## config.mk

```make
export PLATFORM = sky130hd
export DESIGN_NAME = dma_chan_seq
export DESIGN_NICKNAME = d
export VERILOG_FILES = /design/src/rtl/dma_chan_pkg.sv /design/src/rtl/dma_addr_step.sv /design/src/rtl/dma_ctrl_regs.sv /design/src/rtl/dma_xfer_seq.sv /design/src/rtl/dma_chan_seq.sv
export SDC_FILE = /design/constraint.sdc
export NUM_CORES = 1
export LEC_CHECK = 0
export BUFFER_PORTS_ARGS = -buffer_cell sky130_fd_sc_hd__clkbuf_2
export CAP_MARGIN = 15
export CORE_MARGIN = 2
export CORE_UTILIZATION = 35
export CTS_CLUSTER_DIAMETER = 30
export DETAILED_ROUTE_END_ITERATION = 16
export GPL_TIMING_DRIVEN = 0
export HOLD_SLACK_MARGIN = 0.02
export SETUP_SLACK_MARGIN = 0.05
export SKIP_LAST_GASP = 1
export SYNTH_ARGS = -nofsm -noshare
export SYNTH_HDL_FRONTEND = slang
export SYNTH_HIERARCHICAL = 1
export SYNTH_SLANG_ARGS = --single-unit
```

## constraint.sdc

```tcl
create_clock -name clk -period 1.81 [get_ports clk]
set_clock_uncertainty 0.2 [all_clocks]
set_input_delay 0.181 -clock clk [delete_from_list [all_inputs] [get_ports clk]]
set_output_delay 0.181 -clock clk [all_outputs]
set_load 0.1 [all_outputs]
```

## src/rtl/dma_chan_pkg.sv

```systemverilog
package dma_chan_pkg;
  typedef enum logic [1:0] {
    MODE_HOLD_A = 2'b00,
    MODE_INC    = 2'b01,
    MODE_HOLD_B = 2'b10,
    MODE_DEC    = 2'b11
  } src_mode_e;

  typedef enum logic {
    ST_IDLE = 1'b0,
    ST_BUSY = 1'b1
  } seq_state_e;

  localparam logic [1:0] SEL_SRC = 2'd0;
  localparam logic [1:0] SEL_CNT = 2'd1;
  localparam logic [1:0] SEL_CTL = 2'd2;
  localparam logic [1:0] SEL_MST = 2'd3;

  localparam int CTL_EN   = 0;
  localparam int CTL_WORD = 1;
  localparam int CTL_STEP = 2;
  localparam int CTL_DIR  = 3;
  localparam int CTL_IE   = 4;
  localparam int CTL_AUTO = 5;
  localparam int CTL_W    = 6;

  typedef struct packed {
    logic auto_req;
    logic int_en;
    logic dir;
    logic step_en;
    logic word;
  } ctl_t;
endpackage

```

## src/rtl/dma_addr_step.sv

```systemverilog
module dma_addr_step
  import dma_chan_pkg::*;
#(
  parameter int ADDR_W = 24
) (
  input  logic [ADDR_W-1:0] cur_addr,
  input  logic [1:0]        mode,
  input  logic              word,
  output logic [ADDR_W-1:0] nxt_addr
);
  logic [ADDR_W-1:0] step;

  always_comb begin
    step = word ? ADDR_W'(2) : ADDR_W'(1);
    case (src_mode_e'(mode))
      MODE_INC: nxt_addr = cur_addr + step;
      MODE_DEC: nxt_addr = cur_addr - step;
      default:  nxt_addr = cur_addr;
    endcase
  end
endmodule

```

## src/rtl/dma_ctrl_regs.sv

```systemverilog
module dma_ctrl_regs
  import dma_chan_pkg::*;
#(
  parameter int ADDR_W = 24,
  parameter int CNT_W  = 16
) (
  input  logic              clk,
  input  logic              rst_n,
  input  logic              reg_wr,
  input  logic              reg_rd,
  input  logic [1:0]        reg_sel,
  input  logic [ADDR_W-1:0] reg_wdata,
  output logic [ADDR_W-1:0] rd_data,
  input  logic              xfer_fin,
  input  logic [ADDR_W-1:0] nxt_addr,
  output logic [ADDR_W-1:0] src_addr,
  output ctl_t              ctl,
  output logic              ch_en,
  output logic              ch_act,
  output logic              cnt_last,
  output logic              armed
);
  logic [ADDR_W-1:0] src_q, src_d;
  logic [CNT_W-1:0]  cnt_q, cnt_d;
  ctl_t              ctl_q, ctl_d;
  logic              en_q, en_d, men_q, men_d, arm_q, arm_d;
  logic              upd;

  assign upd      = reg_wr | reg_rd | xfer_fin;
  assign cnt_last = (cnt_q == CNT_W'(1));

  always_comb begin
    src_d = src_q;
    cnt_d = cnt_q;
    ctl_d = ctl_q;
    en_d  = en_q;
    men_d = men_q;
    arm_d = arm_q;
    if (reg_rd && reg_sel == SEL_CTL && !en_q) arm_d = 1'b1;
    if (reg_wr) begin
      case (reg_sel)
        SEL_SRC: src_d = reg_wdata;
        SEL_CNT: cnt_d = reg_wdata[CNT_W-1:0];
        SEL_CTL: begin
          ctl_d.auto_req = reg_wdata[CTL_AUTO];
          ctl_d.int_en   = reg_wdata[CTL_IE];
          ctl_d.dir      = reg_wdata[CTL_DIR];
          ctl_d.step_en  = reg_wdata[CTL_STEP];
          ctl_d.word     = reg_wdata[CTL_WORD];
          if (!reg_wdata[CTL_EN]) en_d = 1'b0;
          else if (arm_q)         en_d = 1'b1;
          arm_d = 1'b0;
        end
        default: men_d = reg_wdata[0];
      endcase
    end
    if (xfer_fin) begin
      src_d = nxt_addr;
      cnt_d = cnt_q - CNT_W'(1);
      if (cnt_last) en_d = 1'b0;
    end
  end

  always_ff @(posedge clk or negedge rst_n) begin
    if (!rst_n) begin
      src_q <= '0;
      cnt_q <= '0;
      ctl_q <= '0;
      en_q  <= 1'b0;
      men_q <= 1'b0;
      arm_q <= 1'b0;
    end else if (upd) begin
      src_q <= src_d;
      cnt_q <= cnt_d;
      ctl_q <= ctl_d;
      en_q  <= en_d;
      men_q <= men_d;
      arm_q <= arm_d;
    end
  end

  always_comb begin
    rd_data = '0;
    case (reg_sel)
      SEL_SRC: rd_data = src_q;
      SEL_CNT: rd_data[CNT_W-1:0] = cnt_q;
      SEL_CTL: rd_data[CTL_W-1:0] = {ctl_q.auto_req, ctl_q.int_en, ctl_q.dir,
                                     ctl_q.step_en, ctl_q.word, en_q};
      default: rd_data[0] = men_q;
    endcase
  end

  assign src_addr = src_q;
  assign ctl      = ctl_q;
  assign ch_en    = en_q;
  assign ch_act   = en_q & men_q;
  assign armed    = arm_q;
endmodule

```

## src/rtl/dma_xfer_seq.sv

```systemverilog
module dma_xfer_seq
  import dma_chan_pkg::*;
(
  input  logic clk,
  input  logic rst_n,
  input  logic ch_act,
  input  logic auto_req,
  input  logic int_en,
  input  logic cnt_last,
  input  logic xfer_req,
  input  logic bus_done,
  output logic bus_req,
  output logic xfer_fin,
  output logic irq
);
  seq_state_e state_q, state_d;
  logic       pend_q, pend_d, irq_q, irq_d;
  logic       issue, tc_hit;

  assign issue    = (state_q == ST_IDLE) && ch_act && (auto_req || pend_q);
  assign xfer_fin = (state_q == ST_BUSY) && bus_done;
  assign tc_hit   = xfer_fin && cnt_last;

  always_comb begin
    state_d = state_q;
    case (state_q)
      ST_IDLE: if (issue)    state_d = ST_BUSY;
      default: if (bus_done) state_d = ST_IDLE;
    endcase
    pend_d = ch_act && !tc_hit && ((pend_q && !issue) || xfer_req);
    irq_d  = tc_hit && int_en;
  end

  always_ff @(posedge clk or negedge rst_n) begin
    if (!rst_n) begin
      state_q <= ST_IDLE;
      pend_q  <= 1'b0;
      irq_q   <= 1'b0;
    end else begin
      state_q <= state_d;
      pend_q  <= pend_d;
      irq_q   <= irq_d;
    end
  end

  assign bus_req = (state_q == ST_BUSY);
  assign irq     = irq_q;
endmodule

```

## src/rtl/dma_chan_seq.sv

```systemverilog
module dma_chan_seq
  import dma_chan_pkg::*;
#(
  parameter int ADDR_W = 24,
  parameter int CNT_W  = 16
) (
  input  logic              clk,
  input  logic              rst_n,
  input  logic              reg_wr,
  input  logic              reg_rd,
  input  logic [1:0]        reg_sel,
  input  logic [ADDR_W-1:0] reg_wdata,
  output logic [ADDR_W-1:0] rd_data,
  input  logic              xfer_req,
  output logic              bus_req,
  output logic [ADDR_W-1:0] bus_addr,
  output logic              bus_word,
  input  logic              bus_done,
  output logic              irq
);
  logic [1:0]        rst_pipe_q;
  logic              rst_sync_n;
  logic [ADDR_W-1:0] src_addr, nxt_addr;
  ctl_t              ctl;
  logic              ch_en, ch_act, cnt_last, armed, xfer_fin;

  always_ff @(posedge clk or negedge rst_n) begin
    if (!rst_n) rst_pipe_q <= 2'b00;
    else        rst_pipe_q <= {rst_pipe_q[0], 1'b1};
  end
  assign rst_sync_n = rst_pipe_q[1];

  dma_ctrl_regs #(.ADDR_W(ADDR_W), .CNT_W(CNT_W)) u_regs (
    .clk(clk), .rst_n(rst_sync_n), .reg_wr(reg_wr), .reg_rd(reg_rd),
    .reg_sel(reg_sel), .reg_wdata(reg_wdata), .rd_data(rd_data),
    .xfer_fin(xfer_fin), .nxt_addr(nxt_addr), .src_addr(src_addr),
    .ctl(ctl), .ch_en(ch_en), .ch_act(ch_act), .cnt_last(cnt_last),
    .armed(armed)
  );

  dma_addr_step #(.ADDR_W(ADDR_W)) u_step (
    .cur_addr(src_addr), .mode({ctl.dir, ctl.step_en}), .word(ctl.word),
    .nxt_addr(nxt_addr)
  );

  dma_xfer_seq u_seq (
    .clk(clk), .rst_n(rst_sync_n), .ch_act(ch_act), .auto_req(ctl.auto_req),
    .int_en(ctl.int_en), .cnt_last(cnt_last), .xfer_req(xfer_req),
    .bus_done(bus_done), .bus_req(bus_req), .xfer_fin(xfer_fin), .irq(irq)
  );

  assign bus_addr = src_addr;
  assign bus_word = ctl.word;
endmodule

```

-- Word level (Yosys, flattened, before mapping)
Cells that the tools add are included.
- $add $sub $neg: 3
- equal/unequal tests: 6
- multiplexer cells: 24
- bitwise gates (word level): 5
- reduce and logical (&&, ||, !) cells: 24
- operators with widths (kind ; count):
    $mux 24 ; 3
    $mux 16 ; 3
    $pmux 24 s2 ; 1
    $add 24x24->24 ; 1
    $sub 24x24->24 ; 1
    $pmux 10 s2 ; 1
    $eq 16x1->1 const B ; 1
    $sub 16x1->16 const B ; 1
    $pmux 5 s3 ; 1
    $mux 1 ; 12
    $logic_and 1x1->1 ; 10
    $reduce_and 3->1 ; 3
    $mux 8 ; 1
    $reduce_bool 2->1 ; 3
    $eq 2x1->1 const B ; 2
    $eq 2x2->1 const B ; 2
    $reduce_and 4->1 ; 1
    $logic_not 1->1 ; 3
    $ne 3x1->1 const B ; 1
    $pmux 1 s3 ; 1
    $reduce_or 3->1 ; 1
    $logic_not 2->1 ; 1
    $logic_or 1x1->1 ; 2
    $mux 2 ; 1
    other kinds (3) ; 5
- flip-flop bits (word level): 53
- output and inout bits: 51
- logic and storage cells: 76

-- Logic depth before layout (Yosys ltp)
- depth in word-level cells: 7
- depth in mapped cells: 13
- mapped depth without buffers: 12

-- Cells and area by module
Netlist, hierarchy kept.
- by module, submodules not included (module ; times used ; cells each ; area each (sq um)):
    dma_ctrl_regs ; 1 ; 304 ; 2900.3
    dma_addr_step ; 1 ; 201 ; 1360.1
    dma_xfer_seq ; 1 ; 10 ; 126.4
    dma_chan_seq ; 1 ; 3 ; 53.8

-- Worst setup path before layout
OpenSTA, ideal clock, no wires.
- path kind: reg-to-output
- start point: register u_regs.src_q[1] (netlist: u_regs/src_addr[1])
- end point: output port rd_data[1]
- arrival time: 3.275 ns
- slack: -1.846 ns
- stages on the path, launching flop included: 3
- cells stage by stage: dfrtp_1 > mux2i_1 > o21ai_0
- word-level cells in the longest chain between the ends: 1
- RTL lines (element ; line ; source):
    start: declaration ; dma_ctrl_regs.sv:23 ; logic [ADDR_W-1:0] src_q, src_d;
    start signal: assignment ; dma_ctrl_regs.sv:73 ; src_q <= src_d;
    $pmux 5 s3 ; dma_ctrl_regs.sv:84 ; case (reg_sel)
    end: declaration ; dma_chan_seq.sv:13 ; output logic [ADDR_W-1:0] rd_data,
No other way between the ends.

-- Final worst setup path
- start point: register u_regs.ctl_q, in the netlist u_regs/ctl[1]
- end point: register u_regs.src_q[13] (netlist: u_regs/src_addr[13])
- word-level cells in the longest chain between the ends: 3
- elaborated cells between the ends (all ways): 6
- those cells by class: eq/ne (3); mux (2); reduce/logical (1)
- RTL lines (element ; line ; source):
    start: declaration ; dma_ctrl_regs.sv:25 ; ctl_t ctl_q, ctl_d;
    start signal: assignment ; dma_ctrl_regs.sv:75 ; ctl_q <= ctl_d;
    $eq 2x2->1 / $eq 2x1->1 (equally long branches) ; dma_addr_step.sv:15 ; case (src_mode_e'(mode))
    $pmux 24 s2 * ; dma_addr_step.sv:15 ;
    via nxt_addr[13] ; dma_chan_seq.sv:23 ; logic [ADDR_W-1:0] src_addr, nxt_addr;
    $mux 24 * ; dma_ctrl_regs.sv:57 ; if (xfer_fin) begin
The timed path passes the listed nets; every way through them passes the cells marked *.
A chain may end at the register's enable or synchronous reset.

==> impl_metrics.tcl <==
set metrics [dict create \
    cell_breakdown_of_the_critical_path "clkbuf_8 -> nand2_4 -> buf_6 -> nor2_4 -> ha_4 -> nor2b_4 -> buf_4 -> buf_6 -> nor3_4 -> o32ai_4 -> nand2_2 -> mux2i_2 -> xor2_1 -> nand2_1 -> o21ai_1" \
    final.period_utilization_pct 151 \
    syn_area_sq_um 4440 \
    row_count 41 \
    die_area_sq_um 13600 \
    worst_slew_pin_slew_ps 632 \
    finalSetupViolCount 24 \
    grt-ovfl-total 0 \
    final_instance_count_without_filler_cells 849 \
    critical-path-slowest-cell "sky130_fd_sc_hd__dfrtp_1" \
    async_flop_share_pct 100 \
    postSynthCellCount 518 \
    critical_path_peak_fanout 3 \
    finalWirelength_mm 15.1 \
    leading_cell_types_by_count_after_synthesis "sky130_fd_sc_hd__nand2_1 (63), sky130_fd_sc_hd__dfrtp_1 (53), sky130_fd_sc_hd__nor2_1 (49), sky130_fd_sc_hd__mux2i_1 (47), sky130_fd_sc_hd__o21ai_0 (25)" \
    cts_made_buffers 5 \
    postSynthNetCount 555 \
    slew_headroom_pct 57.9 \
    endpoint_kind "flip-flop" \
    seq_cells_post_synth 53 \
    fp.coreArea_sq_um 12500 \
    htreeDepth 2 \
    detailroute.via_count 4543 \
    drive_gt1_share_pct 47.3 \
    hold-worst-slack_ps 29.6 \
    power_leakage_nw 2.60 \
    finalNetCount 713 \
    rsz0062_at_grt "yes" \
    via_cell_ratio 5.35 \
    critical_path.n_buffers_inverters 4 \
    nFillCells 1185 \
    largest_net_degree_at_the_start_of_global_routing 33 \
    areaGrowthSynthToFinish_pct 49.3 \
    finalWeightedCongestion 0.917 \
    yosysUniqueCellTypes 69 \
    yosys.cell_count.top_type "sky130_fd_sc_hd__nand2_1" \
    detail_route.wl_per_cell_um 17.8 \
    synth_sequential_area_ratio_pct 29.9 \
    hold_class "flip-flop to asynchronous set/reset pin" \
    clock_tree_from_tritoncts "built" \
    buffer_ports.inserted 82 \
    synth_warnings 6 \
    maximum_clock_frequency_mhz 365 \
    drv_slew 0 \
    drv.max_cap_violation_count 0 \
    diodes_inserted 0 \
    timing.critical_path.from_type "flip-flop" \
    worst_setup_path_category "flip-flop to flip-flop" \
    die_h_um 117 \
    vdd_drop_max_v 0.00207 \
    arrival_ps 2760 \
    first_global_vias 4475 \
    post-layout-total-power_mw 11.9 \
    finalSetupTns_ps -17430 \
    synth-edff-count 0 \
    timing.final.hold_violations 0 \
    cts.path.max_buffers 2 \
    drt-pass1-iter-count 5 \
    global_route.usage.total_pct 22.5 \
    drc 0 \
    ioPinCount 83 \
    grt_first_pass_wirelength_mm 23.8 \
    fin_ws_ps -931 \
    timing.critical_path.max_delay_family "simple AND/OR/NAND/NOR gates" \
    power.density_nw_per_um2 1800 \
    cts.sink_count 53 \
    synth_top_cell_by_area "sky130_fd_sc_hd__dfrtp_1" \
    run_status "finished, violations left" \
    synthDominantCellAreaShare_pct 29.9 \
    synth_ff_type "sky130_fd_sc_hd__dfrtp_1" \
    clock_insertion_delay_worst_skew_ps 300 \
    dp.cells 773 \
    worstPathRequired_ps 1830 \
    clockRootBuffer "sky130_fd_sc_hd__clkbuf_16" \
    final.min_clock_period_ps 2740 \
    worst_setup_hold_path_clk_slew_ps 80 \
    initial_cell_density_of_the_core_pct 35.5 \
    synth_area_leaders "sky130_fd_sc_hd__dfrtp_1 (30%), sky130_fd_sc_hd__mux2i_1 (11%), sky130_fd_sc_hd__nand2_1 (5.3%)" \
    detailedPlacementHpwl_mm 10.5 \
    violations "negative setup slack" \
    crit_top_cell "sky130_fd_sc_hd__buf_6" \
    die_width_um 117 \
    drt_iter0_markers 271 \
    cpPeakStageDelay_ps 370 \
    postRouteAntennaNets 0 \
    postSynthAreaPerCell_sq_um 8.57 \
    grt_antenna_before_repair 0 \
]
==> path summary, 6_finish.rpt <==
| check | depth (start not counted) | end | slack (ps) | from |
|---|---|---|---|---|
| worst max-delay path | 15 | u_regs/src_addr[13] | -930 | u_regs/ctl[1] |
| worst min-delay path | 0 | u_seq/irq | 30 | rst_pipe_q[1] |
| worst max register to register | 15 | u_regs/src_addr[13] | -930 | u_regs/ctl[1] |
| worst min register to register | 0 | u_seq/irq | 30 | rst_pipe_q[1] |
| max in group asynchronous | 3 | rst_pipe_q[1] | 760 | rst_n |
| min in group clk | 3 | u_regs/src_addr[15] | 30 | reg_wdata[15] |
==> final cells by class <==
type                            count  area (sq um)  share of cell area, %
Sequential cell                    53          1380                   20.7
Multi-Input combinational cell    417          3350                   50.5
Inverter                           10          37.5                  0.566
Clock inverter                      3          28.8                  0.434
Timing Repair Buffer              151          1160                   17.5
Buffer                             38           339                   5.11
Tap cell                          172           215                   3.25
Clock buffer                        5           125                   1.89
==> through the flow <==
step                      worst slack (ps)  util (%)  cell area (sq um)
after global placement               -1450      42.9               5370
after global routing                 -1020      53.0               6630
after floorplan                      -1040         -               4740
final                                 -931      53.0               6630
after CTS                             -933      50.4               6300
after detailed placement             -1490      43.0               5390
==> kinds of logic (layout without fill, tap and decap cells) <==
logic type / Yosys count / in the layout / synth area share [%]
muxes: 64 / 64 / 15.2
buffers and inverters: 48 / 207 / 7.44
DFF: 53 / 53 / 29.9
xor gates and xnor gates: 30 / 30 / 5.92
other: 1 / 1 / 0.0844
AOI/OAI and AO/OA: 94 / 94 / 12.9
adders and majority gates: 5 / 5 / 1.58
and+or+nand+nor: 223 / 223 / 27.1
==> report_power, final <==
part	leakage, nW	internal, mW	switching [mW]
registers	0.587	1.74	0.971
clock network	0.0763	0.533	0.531
logic	1.94	2.61	5.54
==> placed cells by master (no fill, tap or decap), types with 11 or more instances in the layout <==
master,Yosys,final
sky130_fd_sc_hd__clkbuf_8,5,15
sky130_fd_sc_hd__buf_6,10,19
sky130_fd_sc_hd__dfrtp_2,0,39
sky130_fd_sc_hd__nand4_1,11,11
sky130_fd_sc_hd__a21oi_1,19,18
sky130_fd_sc_hd__mux2i_1,47,30
sky130_fd_sc_hd__xor2_1,14,14
sky130_fd_sc_hd__xnor2_1,16,15
sky130_fd_sc_hd__nor2_1,49,32
sky130_fd_sc_hd__nand3_1,17,13
sky130_fd_sc_hd__nand2_1,63,57
sky130_fd_sc_hd__o21ai_1,20,30
sky130_fd_sc_hd__nor2_4,0,15
sky130_fd_sc_hd__dlygate4sd3_1,0,28
sky130_fd_sc_hd__dfrtp_1,53,14
sky130_fd_sc_hd__clkbuf_2,0,65
sky130_fd_sc_hd__buf_4,5,41
sky130_fd_sc_hd__mux2i_2,0,16
==> registers in the layout, indices dropped and copies added, names as in the netlist <==
signal / cells
u_regs/cnt_q: 16
rst_pipe_q: 2
u_seq/pend_q: 1
u_seq/irq: 1
u_regs/ch_en: 1
u_regs/armed: 1
u_regs/src_addr: 24
u_regs/men_q: 1
u_seq/bus_req: 1
u_regs/ctl: 5
==> metal layers <==
| layer | global-route usage [%] | wire length, um | up-vias |
|---|---|---|---|
| met1 | 32.0 | 6910 | 2207 |
| li1 | - | - | 2156 |
| met3 | 3.01 | 843 | 18 |
| met2 | 36.1 | 7150 | 162 |
| met4 | 5.88 | 216 | 0 |
| met5 | 0 | 0 | - |
==> what timing repair did <==
action | in CTS | in global routing
endpoints found under the hold margin | 33 | 0
hold buffers | 28 | 0
buffers inserted | 19 | 21
endpoints found under the setup margin | 50 | 51
gates resized for setup | 85 | 57
pin swaps | 37 | 38
No activity file was read; power rests on OpenSTA's default activity.
